[config.mk]
export PLATFORM = sky130hd
export DESIGN_NAME = burst_addr_seq
export DESIGN_NICKNAME = d
export VERILOG_FILES = /design/src/rtl/burst_seq_pkg.sv /design/src/rtl/burst_load_ctrl.sv /design/src/rtl/burst_beat_cnt.sv /design/src/rtl/burst_order_map.sv /design/src/rtl/burst_addr_seq.sv
export SDC_FILE = /design/constraint.sdc
export NUM_CORES = 1
export LEC_CHECK = 0
export ABC_AREA = 1
export BUFFER_PORTS_ARGS = -buffer_cell sky130_fd_sc_hd__buf_2
export CORE_AREA = 2 2 39 41
export DETAILED_ROUTE_END_ITERATION = 8
export DIE_AREA = 0 0 41 43
export PLACE_DENSITY = 0.68
export RECOVER_POWER = 100
export SETUP_SLACK_MARGIN = 0.1
export SYNTH_ARGS = -nofsm -noshare
export SYNTH_HDL_FRONTEND = slang
export SYNTH_HIERARCHICAL = 1
export SYNTH_SLANG_ARGS = --single-unit
export TNS_END_PERCENT = 50
[constraint.sdc]
create_clock -name clk -period 1 [get_ports clk]
set_clock_uncertainty 0.1 [all_clocks]
set_input_delay 0.1 -clock clk [delete_from_list [all_inputs] [get_ports clk]]
set_output_delay 0.1 -clock clk [all_outputs]
set_load 0.03 [all_outputs]
[src/rtl/burst_seq_pkg.sv]
package burst_seq_pkg;
  typedef enum logic {
    ORD_XOR = 1'b0,
    ORD_ADD = 1'b1
  } burst_order_e;
endpackage

[src/rtl/burst_load_ctrl.sv]
module burst_load_ctrl (
  input  logic cpu_strb_n,
  input  logic ctl_strb_n,
  input  logic chip_en_n,
  input  logic adv_n,
  output logic load,
  output logic step
);
  logic cpu_take;

  always_comb begin
    cpu_take = ~cpu_strb_n & ~chip_en_n;
    load     = cpu_take | ~ctl_strb_n;
    step     = ~load & ~adv_n;
  end
endmodule

[src/rtl/burst_beat_cnt.sv]
module burst_beat_cnt #(
  parameter int BEAT_W = 2
) (
  input  logic              clk,
  input  logic              rst_n,
  input  logic              load,
  input  logic              step,
  output logic [BEAT_W-1:0] beat,
  output logic              last
);
  localparam logic [BEAT_W-1:0] BEAT_TOP = {BEAT_W{1'b1}};
  localparam logic [BEAT_W-1:0] BEAT_ONE = {{(BEAT_W-1){1'b0}}, 1'b1};

  always_ff @(posedge clk or negedge rst_n) begin
    if (!rst_n)    beat <= '0;
    else if (load) beat <= '0;
    else if (step) beat <= beat + BEAT_ONE;
  end

  assign last = (beat == BEAT_TOP);
endmodule

[src/rtl/burst_order_map.sv]
module burst_order_map
  import burst_seq_pkg::*;
#(
  parameter int BEAT_W = 2
) (
  input  logic [BEAT_W-1:0] start,
  input  logic [BEAT_W-1:0] beat,
  input  burst_order_e      order,
  output logic [BEAT_W-1:0] low
);
  logic [BEAT_W-1:0] xor_low;
  logic [BEAT_W-1:0] add_low;

  for (genvar i = 0; i < BEAT_W; i++) begin : g_xor
    assign xor_low[i] = start[i] ^ beat[i];
  end

  assign add_low = start + beat;

  always_comb begin
    unique case (order)
      ORD_ADD: low = add_low;
      default: low = xor_low;
    endcase
  end
endmodule

[src/rtl/burst_addr_seq.sv]
module burst_addr_seq
  import burst_seq_pkg::*;
#(
  parameter int ADDR_W = 8,
  parameter int BEAT_W = 2
) (
  input  logic              clk,
  input  logic              rst_n,
  input  logic [ADDR_W-1:0] addr_d,
  input  logic              cpu_strb_n,
  input  logic              ctl_strb_n,
  input  logic              chip_en_n,
  input  logic              adv_n,
  input  logic              order_lin,
  output logic [ADDR_W-1:0] addr_q,
  output logic              last_beat
);
  localparam int HI_W = ADDR_W - BEAT_W;

  logic              load;
  logic              step;
  logic [HI_W-1:0]   base_hi;
  logic [BEAT_W-1:0] start_lo;
  logic [BEAT_W-1:0] beat;
  logic [BEAT_W-1:0] cur_lo;
  burst_order_e      order;

  assign order = burst_order_e'(order_lin);

  burst_load_ctrl u_ctrl (
    .cpu_strb_n (cpu_strb_n),
    .ctl_strb_n (ctl_strb_n),
    .chip_en_n  (chip_en_n),
    .adv_n      (adv_n),
    .load       (load),
    .step       (step)
  );

  always_ff @(posedge clk or negedge rst_n) begin
    if (!rst_n) begin
      base_hi  <= '0;
      start_lo <= '0;
    end else if (load) begin
      base_hi  <= addr_d[ADDR_W-1:BEAT_W];
      start_lo <= addr_d[BEAT_W-1:0];
    end
  end

  burst_beat_cnt #(.BEAT_W(BEAT_W)) u_cnt (
    .clk   (clk),
    .rst_n (rst_n),
    .load  (load),
    .step  (step),
    .beat  (beat),
    .last  (last_beat)
  );

  burst_order_map #(.BEAT_W(BEAT_W)) u_map (
    .start (start_lo),
    .beat  (beat),
    .order (order),
    .low   (cur_lo)
  );

  assign addr_q = {base_hi, cur_lo};
endmodule

==> results of run 1 <==
==> cell families after synthesis <==
logic type | after synthesis | share of synthesized area (%)
compound gates | 1 | 1.03
fa+ha+maj | 2 | 5.15
buf+inv | 8 | 7.73
flops | 10 | 51.5
simple gates | 42 | 34.5
==> layer usage <==
layer	up-vias	wire length, um	global-route usage, %	part of all wire (%)
met4	0	0	4.00	0
met5	-	0	0	0
met2	6	688	24.1	58
met1	230	486	14.5	41
met3	0	15	1.57	1.3
li1	263	-	-	-
==> flip-flops by register name (all words and copies together) (netlist names) <==
register,cells
u_cnt/beat,2
base_hi,6
start_lo,2
==> area by class of cell <==
type                       count  area, sq um  area share (%)
timing repair buffer          34          275            33.3
sequential                    10          250            30.3
multi-input combinational     45          233            28.1
inverter                       7         26.3            3.18
clock buffer                   3         22.5            2.72
tap                           16         20.0            2.42
==> cell usage after synthesis (all sizes together) <==
cell and instances:
nor3 1, nand2 34, o21ai 1, nor2 4, inv 7, nand3 3
buf 1, ha 2, dfrtp 10
==> power breakdown <==
| part | switching, mW | leakage [nW] | total (mW) | internal, mW |
|---|---|---|---|---|
| logic | 0.166 | 0.326 | 0.314 | 0.148 |
| registers | 0.0284 | 0.124 | 0.467 | 0.439 |
| clock network | 0.116 | 0.0138 | 0.254 | 0.138 |
| total | 0.311 | 0.464 | 1.04 | 0.725 |
==> critical path, cell delays in order, from the launching register on <==
cell and delay [ns]:
dfrtp_1 0.41, ha_4 0.18, nand2_4 0.07, inv_2 0.04, nand3_2 0.06, nand2_2 0.06
inv_2 0.04, buf_6 0.11
==> stage by stage <==
stage	instance area (sq um)	util (%)	setup TNS [ns]	cells
5_1_grt	827	59.8	-1.38	115
6_report	827	59.8	-1.11	115
4_1_cts	801	57.9	-1.02	115
3_3_place_gp	627	45.3	-0.355	103
2_1_floorplan	488	-	-0.0899	63
3_5_place_dp	627	45.3	-0.365	103
==> timing repair <==
action                                  4_1_cts  5_1_grt
endpoints found under the setup margin       10       11
pin swaps                                     3        4
hold endpoints to repair                     18        0
resized for setup                            20        6
hold buffers                                  9        0
==> worst paths after layout <==
kind                               start       endpoint  slack, ns  cells after the start
setup / recovery             start_lo[0]      addr_q[1]      -0.41                      7
hold / removal                     adv_n  u_cnt/beat[1]       0.04                      4
setup reg to reg           u_cnt/beat[0]  u_cnt/beat[1]      -0.14                      4
hold reg to reg               base_hi[4]     base_hi[4]       0.40                      2
max in group asynchronous          rst_n    start_lo[0]       0.20                      2
min in group asynchronous          rst_n     base_hi[0]       0.25                      2
==> reports/summary.md, run 1 <==
* 1760 sq um — Total Die Area
* 0.535 ns — Tightest Pin Transition
* 23 — number of buffers inserted by port buffering
* 35.1% — initial cell density of the core
* 118 — Nets
* 123 — fill cell count
* 7 — DRT iter0 DRCs
* finished, violations left — result of the run
* 0.25 ns — clock insertion delay at the later pin of the skew report
* 0 — ANT cells
* 1610 um — global-route wire length before repair
* 43 um — Vert. Die Dim
* 80 — syn_nets
* 63 — number of standard cells after synthesis
* 12 — largest net degree at the start of global routing
* 0.842 mV — maximum vdd ir drop
* 7.71 sq um — mean instance size in the synthesized netlist
* 0.0429 ns — worst hold-check slack
* 0.687 — weighted congestion at the end of routability-driven global placement
* 1.04 mW — Power Total
* 10 — number of storage elements in the synthesis netlist
* 10 — distinct cell type count of the synthesized netlist
* 2 — Crit Path Max Fanout
* 14 — Row Count
* 1380 sq um — Core Box Area
* built — clock tree from TritonCTS
* 0.464 nW — Leak Pwr
* 0 — total global routing overflow
* 0 — number of max-cap violations
* 0 — final hold violation count
* -0.413 ns — final worst setup slack
* negative setup slack — violated checks
* yes — setup repair after global routing missed its margin
* 141% — final period utilization
* 6 — Synth warnings
* 32 x nand2_1, 13 x buf_2, 10 x dfrtp_1, 9 x dlygate4sd3_1, 9 x buf_6 — most frequent cells in the layout
* 10 — Sink Count
* 10.3 um — average wire per cell in the routed design
* dfrtp_1 52%, nand2_1 26%, ha_1 5.2% — top cells by area in the synthesized netlist
* flip-flop — launching element type of the critical path
* clkbuf_4 — Root Driver
* in2reg — worst hold path class
* 0 — remaining design rule violation count
* 708 MHz — highest clock rate
* 51.5% — sequential element share of the synthesized area
* 4 — 1st-pass router iterations
* 0.80 ns — required time of the critical path
* 37.4% — layout cells sized above 1
* 0.06 ns — clock input transition at the sequential cells of the worst setup and hold paths
* 1.41 ns — crit path time final
* 41 um — die extent in x
* 0 — setup bufs post-CTS
* dfrtp_1 — largest area contributor in the netlist
* 4 — Finish-stage setup viols
* 440 — via count of the first global-routing pass
* 1 — total number of H-tree levels
* 0 — initial antenna violation count
* 51.5% — Synth top area share
* 64.3% — headroom to the max-slew limit
* 1190 um — Total Routed Length
* nand2_1 — most frequent standard cell in the layout excluding fill and tap cells
* 0 — Pins Over Slew Limit
* 499 — via count of the routed design
* 3 — total CTS buffers
* 1.21 ns — Arrival @ worst endpoint
* 70.4% — area added between synthesis and finish
* output port — kind of end point of the critical path
* -0.179 ns — post-place setup slack
* 1250 nW/um^2 — total power density per cell area
* 0 — count of nets left with antenna violations after detail routing
* 2 — clock tree buffer depth
* 24 — io pins
* reg2out — worst setup path category
* 13.1% — global-route usage over all layers
* 712 um — Detail Placement HPWL
* 4.34 — Vias/cell
* 485 sq um — post-synthesis cell area
No activity file was read; power rests on OpenSTA's default activity.
==> inputs of run 2 (changes only) <==
ABC_AREA = not set   (was 1)
CTS_CLUSTER_SIZE = 30   (was not set)
PLACE_DENSITY = 0.67   (was 0.68)
==> reports/summary.md, run 2 <==
* dfrtp_1 — largest area contributor in the netlist
* 10 — Sink Count
* 907 um — Total Routed Length
* in2reg — worst hold path class
* 4 — 1st-pass router iterations
* 0 — count of nets left with antenna violations after detail routing
* built — clock tree from TritonCTS
* finished, violations left — result of the run
* 1380 nW/um^2 — total power density per cell area
* 0 — remaining design rule violation count
* 0.311 mW — Sw Pwr
* clkbuf_4 — Root Driver
* dfrtp_1 — leading register cell type out of synthesis
* 4.29 — Vias/cell
* 1.21 ns — Arrival @ worst endpoint
* start_lo[1] — source of the critical timing path
* flip-flop — launching element type of the critical path
* 15.6 sq um — mean instance size in the synthesized netlist
* 3 — DRT iter0 DRCs
* 1 — number of hold buffers added after CTS
* 141% — final period utilization
* -0.0479 ns — worst hold-check slack
* 0 — ANT cells
* 10 x dfrtp_1, 8 x mux2_4, 3 x nor2_1, 2 x ha_1, 2 x xnor2_1 — most frequent cells after synthesis
* 0.26 ns — clock insertion delay at the later pin of the skew report
* 100% — share of async-settable or async-resettable flops after synthesis
* 41 um — die extent in x
* 13.4% — global-route usage over all layers
* dfrtp_1 — most numerous cell in the Yosys netlist
* base_hi — largest register by flop count
* 79 — number of cells in the finished layout apart from fillers
* 30.8% — combinational share of power
* 69.2% — area added between synthesis and finish
* 0 — number of flops mapped to enable cells by yosys
* base_hi: 6 flops, start_lo: 2 flops, u_cnt/beat: 2 flops — top flop regs
* negative hold slack, negative setup slack — violated checks
* 13 x buf_2, 11 x buf_6, 7 x dfrtp_1, 6 x mux2_1 — most frequent cells in the layout
* 0.776 mW — Internal Pwr Total
* 33.7% — initial cell density of the core
* 362 — via count of the first global-routing pass
* 1530 um — global-route wire length before repair
* 662 um — Detail Placement HPWL
* 23 — number of buffers inserted by port buffering
* 0.653 — weighted congestion at the end of routability-driven global placement
* 2 — number of cells on the worst hold path
* 1 — total number of H-tree levels
* -0.203 ns — post-place setup slack
* 66.7% — layout cells sized above 1
* 6 — Synth warnings
* -0.19 ns — worst-case register-to-register setup slack
* 53.6% — Synth top area share
* 53.6% — sequential element share of the synthesized area
* 0.530 ns — Tightest Pin Transition
* dfrtp_1 54%, mux2_4 26%, ha_1 5.4% — top cells by area in the synthesized netlist
* 25.8% — power share of the clock group
* -0.415 ns — final worst setup slack
* reg2out — worst setup path category
* -1.25 ns — accumulated negative setup slack
* 1760 sq um — Total Die Area
* 81 — Nets
* 43.5% — sequential power share
* 1.41 ns — crit path time final
* output port — kind of end point of the critical path
* 11.5 um — average wire per cell in the routed design
* 43 um — Vert. Die Dim
* 10 — distinct cell type count of the synthesized netlist
* 6 — number of flip-flops under the largest register name
* 0 — number of max-cap violations
* 2 — clock tree buffer depth
* 4 — worst reg2reg path depth
* 2 — Crit Path Max Fanout
* u_cnt/beat[1] — worst flop-to-flop path endpoint
* 72 — Cell Count Post-Placement
* 0 — Pins Over Slew Limit
* 120 — fill cell count
* 0.674 mV — maximum vdd ir drop
* 57.1% — post-layout utilization of the core
* 707 MHz — highest clock rate
* buf_2 — most frequent standard cell in the layout excluding fill and tap cells
* 8 — final hold violation count
* 0 — total global routing overflow
* 1.09 mW — Power Total
* 0.80 ns — required time of the critical path
* 1380 sq um — Core Box Area
* 10 — number of storage elements in the synthesis netlist
* 3 — total CTS buffers
* 467 sq um — post-synthesis cell area
* 9 — Finish-stage setup viols
* 64.7% — headroom to the max-slew limit
* 11 — largest net degree at the start of global routing
* yes — setup repair after global routing missed its margin
* 47 — syn_nets
* addr_q[1] — capturing element of the worst setup path
* 14 — Row Count
* 0.382 nW — Leak Pwr
* 0 — initial antenna violation count
* 30 — number of standard cells after synthesis
* u_cnt/beat[1] — source of the worst register-to-register timing path
* 24 — io pins
* 28.6% — share of total power consumed by net switching
* 0.07 ns — clock input transition at the sequential cells of the worst setup and hold paths
* 339 — via count of the routed design
## run 2: worst min-delay path by stage
stage              start            end  slack, ns
6_report       addr_d[3]     base_hi[1]      -0.05
5_1_grt        addr_d[2]     base_hi[0]      -0.05
4_1_cts        addr_d[7]     base_hi[5]      -0.04
3_5_place_dp       rst_n  u_cnt/beat[0]      -0.13
3_3_place_gp       rst_n  u_cnt/beat[0]      -0.13
2_1_floorplan      rst_n     base_hi[0]      -0.30
## run 2: cell type report
| cell class | instances | area, sq um | share of cell area, % |
|---|---|---|---|
| tap | 16 | 20.0 | 2.54 |
| clock buffer | 4 | 26.3 | 3.33 |
| sequential | 10 | 254 | 32.2 |
| timing repair buffer | 30 | 245 | 31.1 |
| multi-input combinational | 19 | 244 | 30.9 |
## run 2: worst max-delay path, cell delays in order, from the launching register on
cell	delay, ns
dfrtp_1	0.40
xor2_2	0.27
xnor2_4	0.15
buf_6	0.14
## run 2: cells by family after synthesis
logic type      share of synthesized area (%)
compound gates                           1.88
flops                                    53.6
buf+inv                                  2.41
mux                                      27.9
simple gates                             3.22
fa+ha+maj                                5.36
xor+xnor                                 5.63
## run 2: layer usage
layer | vias up | routed length [um] | global-route usage, %
li1 | 167 | - | -
met1 | 157 | 372 | 17.7
met2 | 15 | 466 | 18.8
met3 | 0 | 68 | 3.66
met4 | 0 | 0 | 8.00
met5 | - | 0 | 0
## run 2: power groups by stage
stage	combinational [mW]	sequential, mW	clock (mW)
3_5_place_dp	0.291	0.469	0
5_1_grt	0.358	0.478	0.311
6_report	0.335	0.473	0.280
3_3_place_gp	0.286	0.471	0
2_1_floorplan	0.142	0.520	0
4_1_cts	0.350	0.473	0.295
## run 2: metrics by stage
step	area, sq um	hold slack, ns
global placement	674	-0.130
finish	790	-0.0479
global route	790	-0.0517
CTS	797	-0.0444
detailed placement	674	-0.127
floorplan	508	-0.296
## run 2: repair_timing
| action | CTS | global route |
|---|---|---|
| endpoints found under the hold margin | 18 | 8 |
| gates cloned | 0 | 0 |
| pin swaps | 3 | 4 |
| resized for setup | 21 | 3 |
| setup endpoints to repair | 12 | 15 |
| buffers inserted | 1 | 1 |
==> inputs of run 3 (changes only) <==
PLACE_DENSITY = not set   (was 0.67)
clock period = 1.6 ns   (was 1 ns; I/O delays follow)
==> reports/summary.md, run 3 (synthesis gave the netlist of run 2 again) <==
* completed — result of the run
* 1 — Bufs and invs on worst path
* 0.0260 ns — worst hold-check slack
* 0.38 ns — worst-case register-to-register setup slack
* 0 — remaining design rule violation count
* 0.25 ns — clock insertion delay at the later pin of the skew report
* 33.7% — initial cell density of the core
* 49.6% — sequential power share
* base_hi: 6 flops, start_lo: 2 flops, u_cnt/beat: 2 flops — top flop regs
* 0.38 ns — critical path's largest stage delay
* 23 — number of buffers inserted by port buffering
* 569 um — Detail Placement HPWL
* 0 — number of max-cap violations
* built — clock tree from TritonCTS
* no — setup repair after global routing missed its margin
* 1.19 ns — Arrival @ worst endpoint
* 962 nW/um^2 — total power density per cell area
* 4.27 — Vias/cell
* base_hi — largest register by flop count
* flip-flop — launching element type of the critical path
* 2 — clock tree buffer depth
* 6 — number of flip-flops under the largest register name
* 0 — initial antenna violation count
* u_cnt/beat[0] — source of the worst register-to-register timing path
* 10.0 um — average wire per cell in the routed design
* 0.602 — weighted congestion at the end of routability-driven global placement
* flip-flops — crit-path leading delay family
* buf_2 — most frequent standard cell in the layout excluding fill and tap cells
* 24 — io pins
* 41 um — die extent in x
* 1.34 ns — required time of the critical path
* dfrtp_1 — cell with the largest stage delay on the worst path
* 1.45 ns — crit path time final
* 691 MHz — highest clock rate
* 14 — Row Count
* 145 — fill cell count
* 0 — ANT cells
* addr_d[6] — Hold Path Origin
* 1 — DRT iter0 DRCs
* 0.166 mW — Sw Pwr
* 0 — total global routing overflow
* 13 x buf_2, 10 x dfrtp_1, 8 x clkbuf_1, 7 x mux2_1 — most frequent cells in the layout
* 0.06 ns — clock input transition at the sequential cells of the worst setup and hold paths
* 743 um — Total Routed Length
* 0 — final hold violation count
* 0 — Finish-stage setup viols
* 9.51% — global-route usage over all layers
* 77 — Nets
* 39.7% — layout cells sized above 1
* 12 — largest net degree at the start of global routing
* 259 — via count of the first global-routing pass
* 0.412 mW — Internal Pwr Total
* 23.0% — combinational share of power
* reg2out — worst setup path category
* 10 — Sink Count
* 0.427 mV — maximum vdd ir drop
* 90.4% — final period utilization
* 1760 sq um — Total Die Area
* 43.4% — post-layout utilization of the core
* 28.7% — area added between synthesis and finish
* start_lo[0] — source of the critical timing path
* 3 — total CTS buffers
* output port — kind of end point of the critical path
* 0.578 mW — Power Total
* ha_2 > nand2_2 > xnor2_1 > clkbuf_2 — series of cell instances along the critical path
* 43 um — Vert. Die Dim
* 0.578 ns — Tightest Pin Transition
* 61.5% — headroom to the max-slew limit
* 316 — via count of the routed design
* 0 ns — accumulated negative setup slack
* 1070 um — global-route wire length before repair
* 0 — Pins Over Slew Limit
* in2reg — worst hold path class
* 27.4% — power share of the clock group
* 2 — Crit Path Max Fanout
* 0 — count of nets left with antenna violations after detail routing
* 1380 sq um — Core Box Area
* clkbuf_4 — Root Driver
* 28.7% — share of total power consumed by net switching
* 1 — total number of H-tree levels
* 0.292 nW — Leak Pwr
* 2 — 1st-pass router iterations
[run 3: cell count changes in the layout (fill, tap and decap cells not counted), moves of 2 or more]
cell      change
buf_4         -2
buf_6        -11
clkbuf_1      +6
clkbuf_2      +3
dfrtp_1       +3
dfrtp_2       -3
xnor2_1       +2
[run 3: routing by layer]
layer / track usage, % / up-vias / part of all wire, %
li1: - / 158 / -
met2: 12.2 / 15 / 47
met4: 8.00 / 0 / 0
met5: 0 / - / 0
met1: 13.3 / 143 / 45
met3: 1.57 / 0 / 7.7
[run 3: worst paths after layout]
path | end | depth (start not counted)
max | addr_q[1] | 4
min | base_hi[4] | 2
max reg2reg | u_cnt/beat[1] | 4
min reg2reg | base_hi[4] | 1
max in group asynchronous | start_lo[0] | 2
min in group asynchronous | base_hi[5] | 2
[run 3: repair_timing]
action	CTS	global route
hold buffers	1	0
pin swaps	0	2
buffers inserted	1	0
endpoints found under the hold margin	10	0
gates resized for setup	1	2
setup endpoints to repair	1	1
[run 3: worst register-to-register path: stages (launching register included)]
cell and delay (ns):
dfrtp_1 0.38, buf_4 0.14, ha_1 0.28, mux2i_1 0.13, nor2_1 0.05
[run 3: layout make-up]
cell class,count,area (sq um),area share (%)
flip-flops and latches,10,250,41.7
clock buffers,3,22.5,3.75
well taps,16,20.0,3.33
repair buffers,26,128,21.2
multi-input cells,19,180,30.0
[run 3: stage by stage]
| step | cell area (sq um) | std cells | setup WS, ns |
|---|---|---|---|
| 2_1_floorplan | 467 | 30 | 0.253 |
| 3_3_place_gp | 598 | 69 | 0.385 |
| 3_5_place_dp | 598 | 69 | 0.352 |
| 4_1_cts | 641 | 74 | 0.134 |
| 5_1_grt | 601 | 74 | 0.0608 |
| 6_report | 601 | 74 | 0.154 |
[run 3: power by group through the flow]
stage / combinational (mW) / sequential [mW] / clock [mW]
6_report: 0.133 / 0.287 / 0.158
2_1_floorplan: 0.0761 / 0.323 / 0
5_1_grt: 0.145 / 0.289 / 0.178
3_5_place_dp: 0.154 / 0.291 / 0
3_3_place_gp: 0.153 / 0.292 / 0
4_1_cts: 0.161 / 0.287 / 0.169
